<file path="src/rtl/cc_timer_pkg.sv">
package cc_timer_pkg;

  // Write-port target decode; the bit value is part of the register interface.
  typedef enum logic {
    SEL_COUNT   = 1'b0,
    SEL_COMPARE = 1'b1
  } wsel_e;

endpackage

</file>
<file path="src/rtl/cc_count_reg.sv">
module cc_count_reg #(
  parameter int          W       = 32,
  parameter logic [W-1:0] RST_VAL = '0
) (
  input  logic         clk,
  input  logic         rst_n,
  input  logic         step_i,
  input  logic         load_i,
  input  logic [W-1:0] load_val_i,
  output logic [W-1:0] count_q,
  output logic [W-1:0] count_inc
);

  // Modulo-2^W successor; no saturation.
  function automatic logic [W-1:0] advance(input logic [W-1:0] v);
    return v + {{(W-1){1'b0}}, 1'b1};
  endfunction

  assign count_inc = advance(count_q);

  always_ff @(posedge clk) begin
    if (!rst_n) begin
      count_q <= RST_VAL;
    end else if (load_i) begin
      count_q <= load_val_i;
    end else if (step_i) begin
      count_q <= count_inc;
    end
  end

endmodule

</file>
<file path="src/rtl/cc_compare_reg.sv">
module cc_compare_reg #(
  parameter int          W       = 32,
  parameter logic [W-1:0] RST_VAL = '0
) (
  input  logic         clk,
  input  logic         rst_n,
  input  logic         load_i,
  input  logic [W-1:0] load_val_i,
  output logic [W-1:0] cmp_q
);

  always_ff @(posedge clk) begin
    if (!rst_n) begin
      cmp_q <= RST_VAL;
    end else if (load_i) begin
      cmp_q <= load_val_i;
    end
  end

endmodule

</file>
<file path="src/rtl/cc_irq_flag.sv">
module cc_irq_flag (
  input  logic clk,
  input  logic rst_n,
  input  logic set_i,
  input  logic clr_i,
  output logic flag_q
);

  // Clear wins over set: an acknowledge is never lost to a racing match.
  always_ff @(posedge clk) begin
    if (!rst_n) begin
      flag_q <= 1'b0;
    end else if (clr_i) begin
      flag_q <= 1'b0;
    end else if (set_i) begin
      flag_q <= 1'b1;
    end
  end

endmodule

</file>
<file path="src/rtl/cc_timer.sv">
module cc_timer #(
  parameter int          CNT_W     = 32,
  parameter int          NUM_LINES = 8,
  parameter int          IRQ_LINE  = 7,
  parameter logic [CNT_W-1:0] RST_COUNT   = 1,
  parameter logic [CNT_W-1:0] RST_COMPARE = 0
) (
  input  logic                 clk,
  input  logic                 rst_n,
  input  logic                 tick_i,
  input  logic                 wr_en_i,
  input  logic                 wr_sel_i,
  input  logic [CNT_W-1:0]     wr_data_i,
  output logic [CNT_W-1:0]     count_o,
  output logic                 timer_irq_o,
  output logic [NUM_LINES-1:0] irq_lines_o
);

  import cc_timer_pkg::*;

  // Named internal events, brought out for the checker.
  logic             cnt_wr;
  logic             cmp_wr;
  logic             step;
  logic             match_hit;
  logic [CNT_W-1:0] count_inc;
  logic [CNT_W-1:0] cmp_q;

  function automatic logic lands_on(input logic [CNT_W-1:0] nxt,
                                    input logic [CNT_W-1:0] target);
    return nxt == target;
  endfunction

  assign cnt_wr    = wr_en_i && (wsel_e'(wr_sel_i) == SEL_COUNT);
  assign cmp_wr    = wr_en_i && (wsel_e'(wr_sel_i) == SEL_COMPARE);
  assign step      = tick_i && !cnt_wr;
  assign match_hit = step && lands_on(count_inc, cmp_q);

  cc_count_reg #(.W(CNT_W), .RST_VAL(RST_COUNT)) u_count (
    .clk        (clk),
    .rst_n      (rst_n),
    .step_i     (step),
    .load_i     (cnt_wr),
    .load_val_i (wr_data_i),
    .count_q    (count_o),
    .count_inc  (count_inc)
  );

  cc_compare_reg #(.W(CNT_W), .RST_VAL(RST_COMPARE)) u_compare (
    .clk        (clk),
    .rst_n      (rst_n),
    .load_i     (cmp_wr),
    .load_val_i (wr_data_i),
    .cmp_q      (cmp_q)
  );

  cc_irq_flag u_flag (
    .clk    (clk),
    .rst_n  (rst_n),
    .set_i  (match_hit),
    .clr_i  (cmp_wr),
    .flag_q (timer_irq_o)
  );

  for (genvar g = 0; g < NUM_LINES; g++) begin : g_line
    if (g == IRQ_LINE) begin : g_timer
      assign irq_lines_o[g] = timer_irq_o;
    end else begin : g_idle
      assign irq_lines_o[g] = 1'b0;
    end
  end

endmodule

</file>
<file path="config.mk">
export PLATFORM = sky130hd
export DESIGN_NAME = cc_timer
export DESIGN_NICKNAME = d
export VERILOG_FILES = /design/src/rtl/cc_timer_pkg.sv /design/src/rtl/cc_count_reg.sv /design/src/rtl/cc_compare_reg.sv /design/src/rtl/cc_irq_flag.sv /design/src/rtl/cc_timer.sv
export SDC_FILE = /design/constraint.sdc
export NUM_CORES = 1
export LEC_CHECK = 0
export ABC_AREA = 1
export BUFFER_PORTS_ARGS = -buffer_cell sky130_fd_sc_hd__buf_2
export CAP_MARGIN = 20
export CORE_MARGIN = 1
export CORE_UTILIZATION = 55
export DETAILED_ROUTE_END_ITERATION = 16
export MAX_ROUTING_LAYER = met4
export PLACE_DENSITY = 0.8
export SYNTH_ARGS = -nofsm -noshare
export SYNTH_HDL_FRONTEND = slang
export SYNTH_SLANG_ARGS = --single-unit
</file>
<file path="constraint.sdc">
create_clock -name clk -period 2.7 [get_ports clk]
set_clock_uncertainty 0.1 [all_clocks]
set_input_delay 0.54 -clock clk [delete_from_list [all_inputs] [get_ports clk]]
set_output_delay 0.54 -clock clk [all_outputs]
set_load 0.005 [all_outputs]
</file>
==> results of run 1 <==
[how the worst min path moves through the flow]
| stage | start | to | slack [ns] | cells past startpoint |
|---|---|---|---|---|
| final | wr_data_i[0] | u_count.count_q[0]$_SDFFE_PN1P_ | 0.31 | 3 |
| after global routing | wr_data_i[0] | u_count.count_q[0]$_SDFFE_PN1P_ | 0.32 | 3 |
| after CTS | wr_data_i[0] | u_count.count_q[0]$_SDFFE_PN1P_ | 0.30 | 3 |
| after detailed placement | u_compare.cmp_q[12]$_SDFFE_PN0P_ | u_compare.cmp_q[12]$_SDFFE_PN0P_ | 0.36 | 2 |
| after global placement | u_compare.cmp_q[0]$_SDFFE_PN0P_ | u_compare.cmp_q[0]$_SDFFE_PN0P_ | 0.35 | 2 |
| after floorplan | u_compare.cmp_q[0]$_SDFFE_PN0P_ | u_compare.cmp_q[0]$_SDFFE_PN0P_ | 0.34 | 2 |
[sequential cells by signal, summed over array words and instances (netlist names)]
| name | count |
|---|---|
| u_compare.cmp_q | 32 |
| u_flag.flag_q | 1 |
| u_count.count_q | 32 |
[cells by family (layout without fill, tap and decap cells)]
family          Yosys count  in the layout  synth area share [%]
fa+ha+maj                 1              1                0.2943
xor+xnor                  7              7                 2.443
simple gates            434            434                 44.27
flops                    65             65                 30.62
compound gates           93             93                 12.04
other cells               1              7               0.08823
buf+inv                 108            174                 10.24
[synthesized netlist by cell type, drive strengths merged]
cell	number
nand4	3
buf	9
a21oi	27
xor3	1
o211ai	1
nor2	82
or2	1
ha	1
o2111ai	1
nand2	264
clkbuf	20
inv	79
xnor3	2
a31oi	30
xor2	2
dfxtp	65
xnor2	2
conb	1
nand3	84
o21ai	33
o21bai	1
[through the flow]
stage / cells / worst slack (ns)
after detailed placement: 865 / 0.4451
after CTS: 880 / 0.4401
final: 880 / 0.3083
after global placement: 865 / 0.5316
after global routing: 880 / 0.1643
after floorplan: 715 / 0.7537
[power groups by stage]
stage / Sequential [uW] / Combinational (uW) / Clock [uW]
3_5_place_dp: 1100 / 378 / 0
3_3_place_gp: 1100 / 368 / 0
5_1_grt: 1090 / 435 / 991
2_1_floorplan: 1090 / 245 / 0
6_report: 1080 / 387 / 946
4_1_cts: 1080 / 381 / 947
[critical path, stage by stage, from the launching register on]
cell     delay (ns)
dfxtp_1        0.41
ha_1           0.24
nand3_1        0.15
nor2_2         0.26
nand4_1        0.21
nand2_1        0.11
nand2_1        0.05
nand2_1        0.08
nand2_1        0.06
nor2_1         0.08
nand2_1        0.06
nor2_1         0.21
nand3_1        0.12
a21oi_1        0.16
[layer usage]
metal  GRT usage [%]  vias to the layer above
li1                -                     2391
met1           41.28                     2273
met2           56.73                      199
met3           6.176                       37
met4           13.58                        0
met5               -                        -
[final cells by class]
cell class                      count  area (um2)  share of cell area, %
Clock buffer                       10       137.6                  2.795
Inverter                           79       296.5                  6.023
Clock inverter                      5       80.08                  1.626
Tap cell                           99       123.9                  2.516
Sequential cell                    65        1301                  26.43
Multi-Input combinational cell    542        2546                  51.72
Timing Repair Buffer               80       437.9                  8.895
==> metrics.yaml, run 1 <==
wl_met1_mm: 5.584
cts-buffers-inserted: 9
grt_setup_unrepaired: "false"
fillers: 699
grt.overflow.total: 0
drive_above_1_share_pct: 16.01
grt_first_pass_wirelength_mm: 21.65
holdBufCountCts: 0
synth_seq_area_share_pct: 30.62
drc: 0
p_sw_uw: 710.1
diodes: 0
start_kind: "flip-flop"
fp-row-count: 31
p_comb_share_pct: 16.0
post-route-cell-area_um2: 4923
clock_latency_ns: 0.36
p_leak_uw: 0.002230
ant_nets: 0
synth_area_um2: 4250
dieArea_um2: 8084
wl_met3_um: 969
port-buffer-count: 70
status: "complete, no violations"
yosysTopAreaCell: "dfxtp_1"
final_common_cell: "nand2_1"
postRouteWirelength_mm: 13.04
gp_congestion: 0.9632
grtUsageTotal_pct: 34.22
r2r_end: "u_flag.flag_q$_SDFFE_PP0P_"
setup_viol: 0
r2r_setup_slack_ns: 0.31
highest_layer: "met4"
die_w_um: 89.91
clkPwrFrac_pct: 39.2
root_buffer: "clkbuf_8"
p_per_area_nw_per_um2: 490.2
post-route-min-period_ns: 2.392
timing.final.crit_share_pct: 88.58
initialDrtViolationCount: 350
post-dp-hpwl_mm: 9.458
synth_top_area_share_pct: 30.62
postCtsResizedCells: 0
cts.reportedPaths.clkPinSlew_ns: 0.08
maxSlewViolCount: 0
avgSynthCellArea_um2: 5.995
vias_per_cell: 5.568
area_growth_pct: 15.84
wl_per_cell_um: 14.82
grt_pass1_vias: 4650
nets: 815
worstPathRequired_ns: 2.89
yosys_warnings: 0
hp-class: "in2reg"
core_um2: 7370
hold_violations: 0
power_uw: 2414
io_pins: 78
grt_start_max_net_pins: 39
worstPathArrival_ns: 2.58
seqPwrFrac_pct: 44.8
maxCapViolCount: 0
met2WireLength_mm: 6.187
swShare_pct: 29.42
clockBufferDepth: 2
clock.fmax_mhz: 418.1
placed_area_um2: 4706
fin_hold_ws_ns: 0.3088
crit_path_max_fanout: 6
cts_tree: "built"
endpoint: "u_flag.flag_q$_SDFFE_PP0P_"
first_pass_iters: 7
vias: 4900
ir_drop_v: 0.0002918
timing_worst_setup_path_type: "reg2reg"
p_int_uw: 1703
postCtsSetupBuffers: 0
die_h_um: 89.91
crit_path_end_kind: "flip-flop"
ys_top_cells_by_area: "dfxtp_1 (31%), nand2_1 (23%), nand3_1 (9.7%)"
yosys.cell_types.count: 30
startpoint: "u_count.count_q[1]$_SDFFE_PN0P_"
tns_ns: 0
synth_seq_cells: 65
cts.sinks: 65
fin_util_pct: 66.81
mostFrequentLayoutCells: "nand2_1 (254), nand3_1 (82), inv_1 (78), buf_2 (70), nor2_1 (66)"
timing.rr.start: "u_count.count_q[1]$_SDFFE_PN0P_"
antenna_found_initial: 0
ctsHtreeMaxLevel: 3
start_util_pct: 57.67
syn_inst: 709
r2r_cells: 13
(Power assumes the default switching activity.)
==> inputs of run 2 (changes only) <==
clock period = 3.06 ns   (was 2.7 ns; I/O delays follow)
==> run 2 against run 1 <==
  * Non-clock buffer count unchanged
  * Count of clock-buffer cells in the layout up 3
  * First-iteration DRC count down 8.9%
  * Critical path type unchanged
  * Critical endpoint unchanged
==> metrics.yaml, run 2 (synthesis gave the netlist of run 1 again) <==
timing_worst_setup_path_type: "reg2reg"
swShare_pct: 28.83  # -0.59 points
crit_path_max_fanout: 8  # +2
port-buffer-count: 70  # unchanged
die_w_um: 89.91  # unchanged
clockBufferDepth: 2  # unchanged
endpoint: "u_flag.flag_q$_SDFFE_PP0P_"
setup_ws_ns: 0.6979  # +0.3895 ns
post-dp-hpwl_mm: 9.267  # -2.0%
p_int_uw: 1444  # -15%
tns_ns: 0  # unchanged
io_pins: 78  # unchanged
power_uw: 2029  # -16%
final_common_cell: "nand2_1"
drc: 0  # unchanged
maxCapViolCount: 0  # unchanged
wl_per_cell_um: 13.83  # -6.7%
startpoint: "u_count.count_q[0]$_SDFFE_PN1P_"
cts.sinks: 65  # unchanged
postCtsSetupBuffers: 0  # unchanged
r2r_cells: 13  # unchanged
clock_latency_ns: 0.34  # -0.02 ns
holdBufCountCts: 0  # unchanged
diodes: 0  # unchanged
worstPathRequired_ns: 3.23  # +0.34 ns
mostFrequentLayoutCells: "nand2_1 (254), nand3_1 (82), inv_1 (78), buf_2 (70), nor2_1 (66)"
grt_setup_unrepaired: "false"
p_leak_uw: 0.002215  # -0.66%
vias: 4746  # -3.1%
tightest_slew_ns: 0.8481
slew_headroom_pct: 43.40
p_sw_uw: 584.8  # -18%
ir_drop_v: 0.0003737  # +28%
nets: 815  # unchanged
grt_first_pass_wirelength_mm: 20.40  # -5.7%
die_h_um: 89.91  # unchanged
seqPwrFrac_pct: 47.0  # +2.2 points
grt_start_max_net_pins: 32  # -18%
gp_congestion: 0.9125  # -5.3%
r2r_setup_slack_ns: 0.70  # +0.39 ns
grt_pass1_vias: 4443  # -4.5%
post-route-min-period_ns: 2.362  # -0.02955 ns
core_um2: 7370  # unchanged
hold_violations: 0  # unchanged
status: "complete, no violations"
start_kind: "flip-flop"
r2r_end: "u_flag.flag_q$_SDFFE_PP0P_"
postRouteWirelength_mm: 12.17  # -6.7%
clkPwrFrac_pct: 36.6  # -2.6 points
p_per_area_nw_per_um2: 414.9  # -15%
ant_nets: 0  # unchanged
maxSlewViolCount: 0  # unchanged
cts-buffers-inserted: 9  # unchanged
p_comb_share_pct: 16.4  # +0.4 points
clock.fmax_mhz: 423.3  # +1.3%
dieArea_um2: 8084  # unchanged
grt.overflow.total: 0  # unchanged
drive_above_1_share_pct: 15.75  # -0.26 points
ctsHtreeMaxLevel: 3  # unchanged
initialDrtViolationCount: 319  # -8.9%
reg_top3: "u_compare.cmp_q x32, u_count.count_q x32, u_flag.flag_q x1"
setup_viol: 0  # unchanged
fin_hold_ws_ns: 0.3741  # +0.06530 ns
first_pass_iters: 6  # -1
root_buffer: "clkbuf_8"
cts.reportedPaths.clkPinSlew_ns: 0.07  # about the same
post-route-cell-area_um2: 4890  # -0.69%
start_util_pct: 57.67  # unchanged
placed_area_um2: 4693  # -0.27%
postCtsResizedCells: 0  # unchanged
timing.rr.start: "u_count.count_q[0]$_SDFFE_PN1P_"
worstPathArrival_ns: 2.54  # -0.04 ns
crit_path_end_kind: "flip-flop"
vias_per_cell: 5.393  # -3.1%
timing.final.crit_share_pct: 77.19  # -11 points
area_growth_pct: 15.04
pre_cts_slack_ns: 0.5640  # +0.1190 ns
hp-class: "reg2reg"
fp-row-count: 31  # unchanged
cts_tree: "built"
antenna_found_initial: 0  # unchanged
grtUsageTotal_pct: 32.00  # -2.2 points
[run 2: final cells by class]
type	instances	area, um2
clock buffers	13	158.9
clock inverters	2	37.54
fillers	735	2480
inverters	79	296.5
multi-input cells	542	2546
flip-flops and latches	65	1301
well taps	99	123.9
repair buffers	80	425.4
[run 2: metal layers]
layer	GRT usage, %	share of wire, %	vias to the layer above
met2	51.73	46	191
li1	-	-	2388
met4	12.50	2.7	0
met3	5.161	7.6	28
met5	-	0	-
met1	40.12	44	2139
[run 2: worst min path at each step]
stage / startpoint / slack [ns] / endpoint / cells after the start
after detailed placement: u_compare.cmp_q[18]$_SDFFE_PN0P_ / 0.36 / u_compare.cmp_q[18]$_SDFFE_PN0P_ / 2
final: u_compare.cmp_q[21]$_SDFFE_PN0P_ / 0.37 / u_compare.cmp_q[21]$_SDFFE_PN0P_ / 2
after floorplan: u_compare.cmp_q[0]$_SDFFE_PN0P_ / 0.34 / u_compare.cmp_q[0]$_SDFFE_PN0P_ / 2
after global placement: u_compare.cmp_q[0]$_SDFFE_PN0P_ / 0.35 / u_compare.cmp_q[0]$_SDFFE_PN0P_ / 2
after global routing: u_compare.cmp_q[18]$_SDFFE_PN0P_ / 0.38 / u_compare.cmp_q[18]$_SDFFE_PN0P_ / 2
after CTS: u_compare.cmp_q[18]$_SDFFE_PN0P_ / 0.37 / u_compare.cmp_q[18]$_SDFFE_PN0P_ / 2
[run 2: power groups by stage]
stage	registers (uW)	clock network, uW	logic, uW
after detailed placement	971	0	329
final	953	742	333
after floorplan	958	0	216
after CTS	953	754	331
after global routing	961	788	375
after global placement	970	0	321
[run 2: worst max-delay path: stages, from the launching register on]
cell,delay (ns)
dfxtp_1,0.45
ha_1,0.25
nand2_2,0.11
nor2_4,0.17
nand2_4,0.12
nor2_8,0.19
nand3_1,0.14
nand3_1,0.13
nand2_1,0.06
nor2_1,0.10
nand2_1,0.07
nor2_1,0.17
nand3_1,0.10
a21oi_1,0.13
[run 2: stage by stage]
step | util [%] | instances
3_5_place_dp | 63.68 | 865
2_1_floorplan | - | 715
6_report | 66.35 | 880
5_1_grt | 66.35 | 880
3_3_place_gp | 63.68 | 865
4_1_cts | 66.35 | 880
